==> src/rtl/lk_seq_pkg.sv <==
package lk_seq_pkg;

   localparam int NSTAT    = 11;
   localparam int IX_LANES = 0;
   localparam int IX_DLL   = 1;
   localparam int IX_TXXR  = 2;
   localparam int IX_RXXR  = 3;
   localparam int IX_CACK  = 4;
   localparam int IX_TACK  = 5;
   localparam int IX_CRDY  = 6;
   localparam int IX_RACK  = 7;
   localparam int IX_BLK   = 8;
   localparam int IX_AM    = 9;
   localparam int IX_DSK   = 10;

   // Order matters: reset outputs are decoded by comparison against it.
   typedef enum logic [3:0] {
      S_RST,
      S_LANES,
      S_DLL,
      S_TXXR,
      S_RXXR,
      S_CACK,
      S_TACK,
      S_CRDY,
      S_RACK,
      S_BLK,
      S_AM,
      S_DSK,
      S_UP
   } seq_state_e;

endpackage

==> src/rtl/lk_sync_bus.sv <==
module lk_sync_bus #(
   parameter int W      = 1,
   parameter int STAGES = 2
) (
   input  logic         clk,
   input  logic         rst_n,
   input  logic [W-1:0] d,
   output logic [W-1:0] q
);

   generate
      if (STAGES == 0) begin : g_bypass
         assign q = d;
      end else begin : g_chain
         logic [W-1:0] pipe [STAGES];

         always_ff @(posedge clk or negedge rst_n) begin
            if (!rst_n) begin
               for (int i = 0; i < STAGES; i++) pipe[i] <= '0;
            end else begin
               pipe[0] <= d;
               for (int i = 1; i < STAGES; i++) pipe[i] <= pipe[i-1];
            end
         end

         assign q = pipe[STAGES-1];
      end
   endgenerate

endmodule

==> src/rtl/lk_wait_timer.sv <==
module lk_wait_timer #(
   parameter int TW = 16
) (
   input  logic          clk,
   input  logic          rst_n,
   input  logic          clear,
   input  logic [TW-1:0] lim,
   output logic          expired
);

   logic [TW-1:0] cnt_q;

   // Saturating count of cycles spent in the current state.
   always_ff @(posedge clk or negedge rst_n) begin
      if (!rst_n)               cnt_q <= '0;
      else if (clear)           cnt_q <= '0;
      else if (cnt_q != '1)     cnt_q <= cnt_q + 1'b1;
   end

   assign expired = (cnt_q >= lim);

endmodule

==> src/rtl/lk_seq_fsm.sv <==
module lk_seq_fsm
   import lk_seq_pkg::*;
(
   input  logic             clk,
   input  logic             rst_n,
   input  logic [NSTAT-1:0] st,
   input  logic             expired,
   output logic             timer_clr,
   output logic             core_rst,
   output logic             tx_rst,
   output logic             rx_rst,
   output logic             link_up,
   output logic             err
);

   seq_state_e state_q, nxt, fwd;
   logic       waiting, go, fall, tmo;
   logic       all_locks;

   assign all_locks = st[IX_BLK] & st[IX_AM] & st[IX_DSK];

   always_comb begin
      nxt     = state_q;
      fwd     = state_q;
      waiting = 1'b1;
      go      = 1'b0;
      fall    = 1'b0;
      tmo     = 1'b0;
      case (state_q)
         S_RST:   begin waiting = 1'b0; nxt = S_LANES;                 end
         S_LANES: begin go = st[IX_LANES];  fwd = S_DLL;               end
         S_DLL:   begin go = st[IX_DLL];    fwd = S_TXXR;              end
         S_TXXR:  begin go = st[IX_TXXR];   fwd = S_RXXR;              end
         S_RXXR:  begin go = st[IX_RXXR];   fwd = S_CACK;              end
         S_CACK:  begin go = !st[IX_CACK];  fwd = S_TACK;              end
         S_TACK:  begin go = !st[IX_TACK];  fwd = S_CRDY;              end
         S_CRDY:  begin go = st[IX_CRDY];   fwd = S_RACK;              end
         S_RACK:  begin go = !st[IX_RACK];  fwd = S_BLK;               end
         S_BLK:   begin go = st[IX_BLK];    fwd = S_AM;                end
         S_AM:    begin go = st[IX_AM];     fwd = S_DSK;
                        fall = !st[IX_BLK];                            end
         S_DSK:   begin go = st[IX_DSK];    fwd = S_UP;
                        fall = !(st[IX_BLK] & st[IX_AM]);              end
         S_UP:    begin waiting = 1'b0; fall = !all_locks;             end
         default: begin waiting = 1'b0; nxt = S_RST;                   end
      endcase
      if (fall)                     nxt = S_BLK;
      else if (waiting && go)       nxt = fwd;
      else if (waiting && expired)  begin nxt = S_RST; tmo = 1'b1;    end
   end

   assign timer_clr = (nxt != state_q);

   always_ff @(posedge clk or negedge rst_n) begin
      if (!rst_n) begin
         state_q  <= S_RST;
         core_rst <= 1'b1;
         tx_rst   <= 1'b1;
         rx_rst   <= 1'b1;
         link_up  <= 1'b0;
         err      <= 1'b0;
      end else begin
         state_q  <= nxt;
         core_rst <= (nxt <= S_RXXR);
         tx_rst   <= (nxt <= S_CACK);
         rx_rst   <= (nxt <= S_CRDY);
         link_up  <= (nxt == S_UP);
         if (tmo)               err <= 1'b1;
         else if (nxt == S_UP)  err <= 1'b0;
      end
   end

endmodule

==> src/rtl/pcs_linkup_seq.sv <==
module pcs_linkup_seq
   import lk_seq_pkg::*;
#(
   parameter int TW          = 16,
   parameter int SYNC_STAGES = 2
) (
   input  logic          clk,
   input  logic          rst_n,
   input  logic [TW-1:0] timeout_lim,
   input  logic          lanes_stable,
   input  logic          dll_locked,
   input  logic          tx_xfer_rdy,
   input  logic          rx_xfer_rdy,
   input  logic          core_rst_ack,
   input  logic          tx_rst_ack,
   input  logic          core_ready,
   input  logic          rx_rst_ack,
   input  logic          blk_lock,
   input  logic          am_lock,
   input  logic          deskew_lock,
   output logic          core_rst,
   output logic          tx_rst,
   output logic          rx_rst,
   output logic          link_up,
   output logic          err
);

   if (TW < 2) begin : g_bad_tw
      $error("pcs_linkup_seq: TW must be at least 2");
   end
   if (SYNC_STAGES > 4) begin : g_bad_sync
      $error("pcs_linkup_seq: SYNC_STAGES must be 0 to 4");
   end

   logic [NSTAT-1:0] st_raw, st_s;
   logic             timer_clr, expired;

   assign st_raw = {deskew_lock, am_lock, blk_lock, rx_rst_ack, core_ready,
                    tx_rst_ack, core_rst_ack, rx_xfer_rdy, tx_xfer_rdy,
                    dll_locked, lanes_stable};

   lk_sync_bus #(.W(NSTAT), .STAGES(SYNC_STAGES)) u_sync (
      .clk   (clk),
      .rst_n (rst_n),
      .d     (st_raw),
      .q     (st_s)
   );

   lk_wait_timer #(.TW(TW)) u_timer (
      .clk     (clk),
      .rst_n   (rst_n),
      .clear   (timer_clr),
      .lim     (timeout_lim),
      .expired (expired)
   );

   lk_seq_fsm u_fsm (
      .clk       (clk),
      .rst_n     (rst_n),
      .st        (st_s),
      .expired   (expired),
      .timer_clr (timer_clr),
      .core_rst  (core_rst),
      .tx_rst    (tx_rst),
      .rx_rst    (rx_rst),
      .link_up   (link_up),
      .err       (err)
   );

endmodule

==> config.mk <==
export PLATFORM = sky130hd
export DESIGN_NAME = pcs_linkup_seq
export DESIGN_NICKNAME = d
export VERILOG_FILES = /design/src/rtl/lk_seq_pkg.sv /design/src/rtl/lk_sync_bus.sv /design/src/rtl/lk_wait_timer.sv /design/src/rtl/lk_seq_fsm.sv /design/src/rtl/pcs_linkup_seq.sv
export SDC_FILE = /design/constraint.sdc
export NUM_CORES = 1
export LEC_CHECK = 0
export ABC_AREA = 1
export CAP_MARGIN = 15
export CORE_MARGIN = 2
export CORE_UTILIZATION = 33
export CTS_BUF_LIST = sky130_fd_sc_hd__clkbuf_2
export CTS_CLUSTER_SIZE = 10
export DETAILED_ROUTE_END_ITERATION = 16
export DONT_BUFFER_PORTS = 1
export HOLD_SLACK_MARGIN = 0.03
export PLACE_DENSITY = 0.56
export RECOVER_POWER = 25
export SYNTH_ARGS = -nofsm -noshare
export SYNTH_HDL_FRONTEND = slang
export SYNTH_HIERARCHICAL = 1
export SYNTH_SLANG_ARGS = --single-unit
==> constraint.sdc <==
create_clock -name clk -period 2.25 [get_ports clk]
set_input_delay 0.225 -clock clk [delete_from_list [all_inputs] [get_ports clk]]
set_output_delay 0.225 -clock clk [all_outputs]
set_load 0.005 [all_outputs]
== Yosys cells after proc, flatten, opt, wreduce, memory -nomap -nowiden ==
Index checks and enable logic that the tools add are counted.

* Memory bits (writable): 0
* Register bits after elaboration: 47
* ROM bits: 0
* Output and inout port bits: 5
* Memories: 0
* Bits in latches: 0
* Word-level logic and storage cells: 59

* Bitwise logic cells: 2
* Shift operators: 0
* Multiply operators: 0
* Mux-type cells: 15
* Divide/modulo/power cells: 0
* $lt $le $gt $ge: 4
* Add/sub/neg operators: 1
* Equal/unequal tests: 15
* Reductions and logical operators: 13

{| class="wikitable"
|+ Operators by type and width
! cell !! count
|-
| 4-bit case mux with 11 select lines || 1
|-
| 16-bit two-way mux || 2
|-
| 4-bit equality test, second input constant || 6
|-
| 16-bit by 1-bit adder with 16-bit output, second input constant || 1
|-
| 4-bit by 3-bit equality test with 1-bit output, second input constant || 4
|-
| 16-bit greater-or-equal comparator || 1
|-
| 16-bit inequality test, second input constant || 1
|-
| 4-bit by 3-bit <= comparator with 1-bit output, second input constant || 3
|-
| 4-bit two-way mux || 3
|-
| 12-bit OR reduction || 1
|-
| 1-bit case mux with 11 select lines || 1
|-
| 11-bit OR reduction || 1
|-
| 4-bit by 2-bit equality test with 1-bit output, second input constant || 2
|-
| 4-bit case mux with 2 select lines || 1
|-
| 1-bit logical NOT || 6
|-
| 1-bit two-way mux || 6
|-
| 4-bit by 1-bit equality test with 1-bit output, second input constant || 1
|-
| 4-bit logical NOT || 1
|-
| 4-bit inequality test || 1
|-
| 2-bit nonzero test || 2
|-
| 1-bit case mux with 3 select lines || 1
|-
| 1-bit AND || 2
|-
| 1-bit logical AND || 2
|}

== Logic depth before layout (Yosys ltp) ==
* Word-level depth: 10
* Mapped depth: 23
* Depth with buffers taken out: 22

== Cells and area by module ==
The synthesis kept the hierarchy.

{| class="wikitable"
|+ By module, submodules not included
! module !! cells an instance !! instances !! area each (sq um) !! sequential area each (sq um)
|-
| lk_wait_timer || 197 || 1 || 1,346.3 || 400.4
|-
| lk_seq_fsm || 130 || 1 || 965.9 || 229.0
|-
| lk_sync_bus || 33 || 1 || 633.1 || 550.5
|}

== Worst setup path after synthesis ==
Ideal clock, no wire load.

* Path type: register to register
* Start: reg u_fsm.state_q[2]
* End: reg u_timer.cnt_q[7]
* Stages on the path, launching flop included: 21
* Setup time: 118 ps
* Path slack: -165 ps
* Clock period less this slack: 2,415 ps
* Data arrival time: 2,297 ps
* Path through: dfrtp_1 -> inv_1 -> ha_1 -> buf_2 -> nand2_1 -> nand2_1 -> nand2_2 -> nand2_2 -> nor2_4 -> nand3_4 -> nand2_4 -> nand3_2 -> nand2_2 -> nand2_1 -> nand2_1 -> nor2_1 -> nand2_1 -> clkinv_1 -> clkbuf_1 -> nand3_1 -> nand2_1

* Word-level cells in the longest chain between the ends: 9

{| class="wikitable"
|+ Ends and longest elaborated chain
! item !! RTL line !! text
|-
| start: declaration || lk_seq_fsm.sv:16 || <nowiki>seq_state_e state_q, nxt, fwd;</nowiki>
|-
| start signal: assignment || lk_seq_fsm.sv:63 || <nowiki>state_q <= nxt;</nowiki>
|-
| 4-bit by 1-bit equality test with 1-bit output (tied with other cells) || lk_seq_fsm.sv:29 || <nowiki>case (state_q)</nowiki>
|-
| 11-bit OR reduction (no line) || n/a ||
|-
| 1-bit two-way mux || lk_seq_fsm.sv:29 ||
|-
| 1-bit logical AND || lk_seq_fsm.sv:49 || <nowiki>else if (waiting && expired) begin nxt = S_RST; tmo = 1'b1; end</nowiki>
|-
| 4-bit two-way mux || lk_seq_fsm.sv:49 ||
|-
| 4-bit two-way mux || lk_seq_fsm.sv:48 || <nowiki>else if (waiting && go) nxt = fwd;</nowiki>
|-
| 4-bit two-way mux (*) || lk_seq_fsm.sv:47 || <nowiki>if (fall) nxt = S_BLK;</nowiki>
|-
| named net u_fsm.nxt[0] || lk_seq_fsm.sv:16 ||
|-
| 4-bit inequality test (*) || lk_seq_fsm.sv:52 || <nowiki>assign timer_clr = (nxt != state_q);</nowiki>
|-
| named net timer_clr || pcs_linkup_seq.sv:36 || <nowiki>logic timer_clr, expired;</nowiki>
|-
| 16-bit two-way mux or 2-bit nonzero test (tied branches) || n/a ||
|-
| end signal: assignment || lk_wait_timer.sv:17 || <nowiki>else if (cnt_q != '1) cnt_q <= cnt_q + 1'b1;</nowiki>
|-
| end: declaration || lk_wait_timer.sv:11 || <nowiki>logic [TW-1:0] cnt_q;</nowiki>
|}

The timed path passes the listed nets; every way through them passes the cells marked *.
A chain may end at the register's enable or synchronous reset.

== Worst setup path after layout ==
* Start: reg u_fsm.state_q[3]
* End: reg u_timer.cnt_q[4]

* Word-level cells in the longest chain between the ends: 9

{| class="wikitable"
|+ Ends and longest elaborated chain
! item !! RTL line
|-
| 4-bit by 1-bit equality test with 1-bit output (tied with other cells) || lk_seq_fsm.sv:29
|-
| 11-bit OR reduction (no line) || n/a
|-
| 1-bit two-way mux || lk_seq_fsm.sv:29
|-
| 1-bit logical AND || lk_seq_fsm.sv:49
|-
| 4-bit two-way mux || lk_seq_fsm.sv:49
|-
| 4-bit two-way mux || lk_seq_fsm.sv:48
|-
| 4-bit two-way mux || lk_seq_fsm.sv:47
|-
| 4-bit inequality test (*) || lk_seq_fsm.sv:52
|-
| named net timer_clr || pcs_linkup_seq.sv:36
|-
| 16-bit two-way mux or 2-bit nonzero test (tied branches) || n/a
|}

Marked as above.

==> results.md <==
- Worst-Skew Late Latency: approximately 0.45 ns
- Lkg Pwr: approximately 2.1 nW
- Aggregate global-route resource usage: between 10% and 20%
- Slew of the pin with the lowest slew margin: between 1 and 1.5 ns
- CTS H-tree lvls: 2
- Critical path class: flop to flop
- DP HPWL: about 4900 um
- Vias in the first global route: 2441
- Clock Path Buffers: 2
- Worst-path cell chain: buf_6 > ha_4 > buf_6 > nand3b_1 > nand2_2 > nor2_4 > nand3_4 > buf_6 > nand3_2 > nand2_2 > inv_2 > nand3_1 > nand2_1 > nor2_2 > nand2_2 > clkinv_4 > clkbuf_16 > nand3_1 > nand2_1
- Worst R2R Setup Slack: -0.22 ns
- Power per cell area: about 1300 mW/mm^2
- Via count: 2566
- Max-slew headroom: about a fifth
- Run status: complete, but fails checks
- Final Cycle Share: 110%
- Netlist cell types: 38
- Rows: 34
- Register Area: around 0.0012 mm^2
- Clk slew on worst S/H paths: 0.28 ns
- CTS root buffer: clkbuf_2
- Post-route setup TNS: -3.27 ns
- DP Cell Count: ~510
- CP Launch Type: flop
- Total core area: about 0.0087 mm^2
- Sink Count: between 40 and 50
- Largest net degree at the start of global routing: between 40 and 50
- DR WL/cell: roughly 13 um
- Syn Std Cell Area: a little under 0.003 mm^2
- Worst-path fanout max: 6
- Layout Nets: 485
- Final non-filler cell total: roughly 540
- Max-cap viol count: 0
- Commonest non-fill, non-tap cell in the layout: nand2_1
- Syn_area_per_cell: between 8 and 9 um^2
- Setup Skew: 0.0276 ns
- TritonCTS clock tree: built
- CP Data Required Time: approximately 2.6 ns
- Routability cong.: a little under 0.9
- Final setup fails: 18
- DIE WIDTH: around 98 um
- Cells after synthesis: 360
- IO Count: 34
- Hold wc startpoint: am_lock
- Die height: 98.5 um
- Detailed Routing Iterations Pass 1: 5
- Predominant post-synthesis flop cell: dfrtp_1
- Commonest cells after routing, fill and taps aside: nand2_1 (75), buf_4 (51), dfrtp_1 (42), inv_1 (34), nand2_2 (28)
- DRC marker count from the first detailed-route iteration: 117
- Starting Density: about 34%
- Worst-case reg-to-reg path depth: 19
- Cell Area, Placed: roughly 0.0034 mm^2
- Overall power: ~0.0053 W
- Worst setup EP type: flop
- YS warnings: 6
- Hold Path End: u_sync/g_chain.pipe[20]$_DFF_PN0_
- Num CTS Buffers: 5
- #FFs+latches synth: 47
- Diode count: 0
- Global-route wire length before repair: between 10000 and 15000 um
- RSZ-0062 raised after global routing: yes
- Failing checks: negative setup slack
- Critical path's slowest cell: dfrtp_1
- GRT overflow: 0
- Design area: about 0.0041 mm^2
- Multi-input logic area: about 0.0018 mm^2
- Die area: 0.00970 mm^2
- Reg2reg end: u_timer/cnt_q[4]$_DFFE_PN0P_
- Setup WS post-layout: -0.222 ns
- Worst R2R Start: u_fsm/state_q[3]$_DFF_PN0_
- Port Buffers: 0
- Crit path DAT: about 2.9 ns
- Achievable Freq: 405 MHz
- Final ANT Viol Nets: 0
- Syn_nets: roughly 410
- Hold Crit Class: input pin to flop
- Detailed-route wire length: between 7000 and 8000 um
- Maximum VDD drop: 0.849 mV
- Post-synthesis sequential area ratio: between 40% and 50%
- Worst hold stages: 1
- Post-synth EDFFs: 0
- Initial antenna violation count: 0
- Crit path time final: 2.47 ns
- Share of cells above drive strength 1: about two fifths
- Final hold vios: 0
- Area Growth Syn to Fin: 39.3%
- Finished Core Util: 47.3%
- Residual DRC: 0
- Final Max Tran Viols: 0
- FILL cells: 856
- Avg Vias per Cell: between 4 and 5
- Post-synth ARST share: 100%
- Biggest cell delay along the critical path: ~0.5 ns
[registers in the layout, summed over array words and instances (netlist names)]
signal / cells
u_timer/cnt_q: 16
u_fsm/tx_rst: 1
u_fsm/rx_rst: 1
u_fsm/err: 1
u_fsm/core_rst: 1
u_fsm/link_up: 1
u_sync/g_chain.pipe: 11
u_sync/q: 11
u_fsm/state_q: 4
[synth_stat cells (4+ instances only)]
cell type  instances  area, um^2
nand3_1           34         170
nand2_2           12        75.1
or2_2              7        43.8
dfrtp_1           44        1100
nand4_1           13        81.3
inv_2              4        15.0
nand2_1           94         353
inv_1             40         150
ha_1              22         275
buf_4             11        82.6
nand3_2            5        50.1
nor2_4             5        56.3
a21oi_1            8        40.0
nor2_1            23        86.3
[worst max path at each step]
| stage | startpoint | end | slack, ns | depth (start not counted) |
|---|---|---|---|---|
| final | u_fsm/state_q[3]$_DFF_PN0_ | u_timer/cnt_q[4]$_DFFE_PN0P_ | -0.22 | 19 |
| after global routing | u_timer/cnt_q[1]$_DFFE_PN0P_ | u_timer/cnt_q[0]$_DFFE_PN0P_ | -0.36 | 20 |
| after CTS | u_timer/cnt_q[1]$_DFFE_PN0P_ | u_timer/cnt_q[0]$_DFFE_PN0P_ | -0.19 | 21 |
| after detailed placement | u_timer/cnt_q[1]$_DFFE_PN0P_ | u_timer/cnt_q[0]$_DFFE_PN0P_ | -0.23 | 21 |
| after global placement | u_timer/cnt_q[1]$_DFFE_PN0P_ | u_timer/cnt_q[13]$_DFFE_PN0P_ | -0.22 | 20 |
| after floorplan | u_fsm/state_q[2]$_DFF_PN0_ | u_timer/cnt_q[7]$_DFFE_PN0P_ | 0.001 | 20 |
[per-stage QoR]
step                setup slack, ns  hold WS (ns)
global placement             -0.216       -0.0697
CTS                          -0.187         0.218
finish                       -0.222         0.301
global route                 -0.357         0.238
floorplan                   0.00144       -0.0706
detailed placement           -0.225       -0.0696
[power by group]
part           total, W  leakage [nW]  switching, W  internal (W)
clock network  0.000499        0.0436      0.000304      0.000194
logic           0.00371          1.46       0.00184       0.00187
registers       0.00105         0.588     0.0000954      0.000958
total           0.00526          2.09       0.00224       0.00302
[layer usage]
| metal | track usage [%] | share of wire [%] | up-vias | routed length (um) |
|---|---|---|---|---|
| met2 | 23.3 | 49 | 62 | 3410 |
| met1 | 19.8 | 46 | 1195 | 3210 |
| met3 | 1.99 | 4.3 | 9 | 300 |
| met5 | 0 | 0 | - | 0 |
| li1 | - | - | 1300 | - |
| met4 | 4.00 | 1.4 | 0 | 99 |
[worst max-delay path, delay by kind of cell, from the launching register on]
family	cells	cell delay, ns
adder cells (fa/ha/maj)	1	0.17
buffers and inverters	6	0.74
flip-flops	1	0.50
AND/OR/NAND/NOR	12	0.96
[logic make-up after synthesis]
family	after synthesis	synth area share, %
buffers and inverters	63	10.4
adder cells (fa/ha/maj)	22	9.35
AO/OA/AOI/OAI	23	5.52
flip-flops	47	40.1
AND/OR/NAND/NOR	205	34.7
[area by class of cell]
| cell class | count | area share [%] |
|---|---|---|
| clock buffers | 5 | 0.610 |
| repair buffers | 82 | 18.7 |
| clock inverters | 3 | 1.16 |
| inverters | 47 | 4.55 |
| flip-flops and latches | 47 | 28.8 |
| multi-input cells | 251 | 42.8 |
| well taps | 108 | 3.29 |
[repair_timing]
| item | CTS | global route |
|---|---|---|
| setup buffers | 2 | 12 |
| cloned | 1 | 1 |
| gates resized for setup | 17 | 64 |
| hold buffers | 13 | 0 |
| pin swaps | 10 | 27 |
| hold endpoints to repair | 58 | 0 |
| endpoints found under the setup margin | 17 | 20 |
Power figures use the tool's default switching activity.
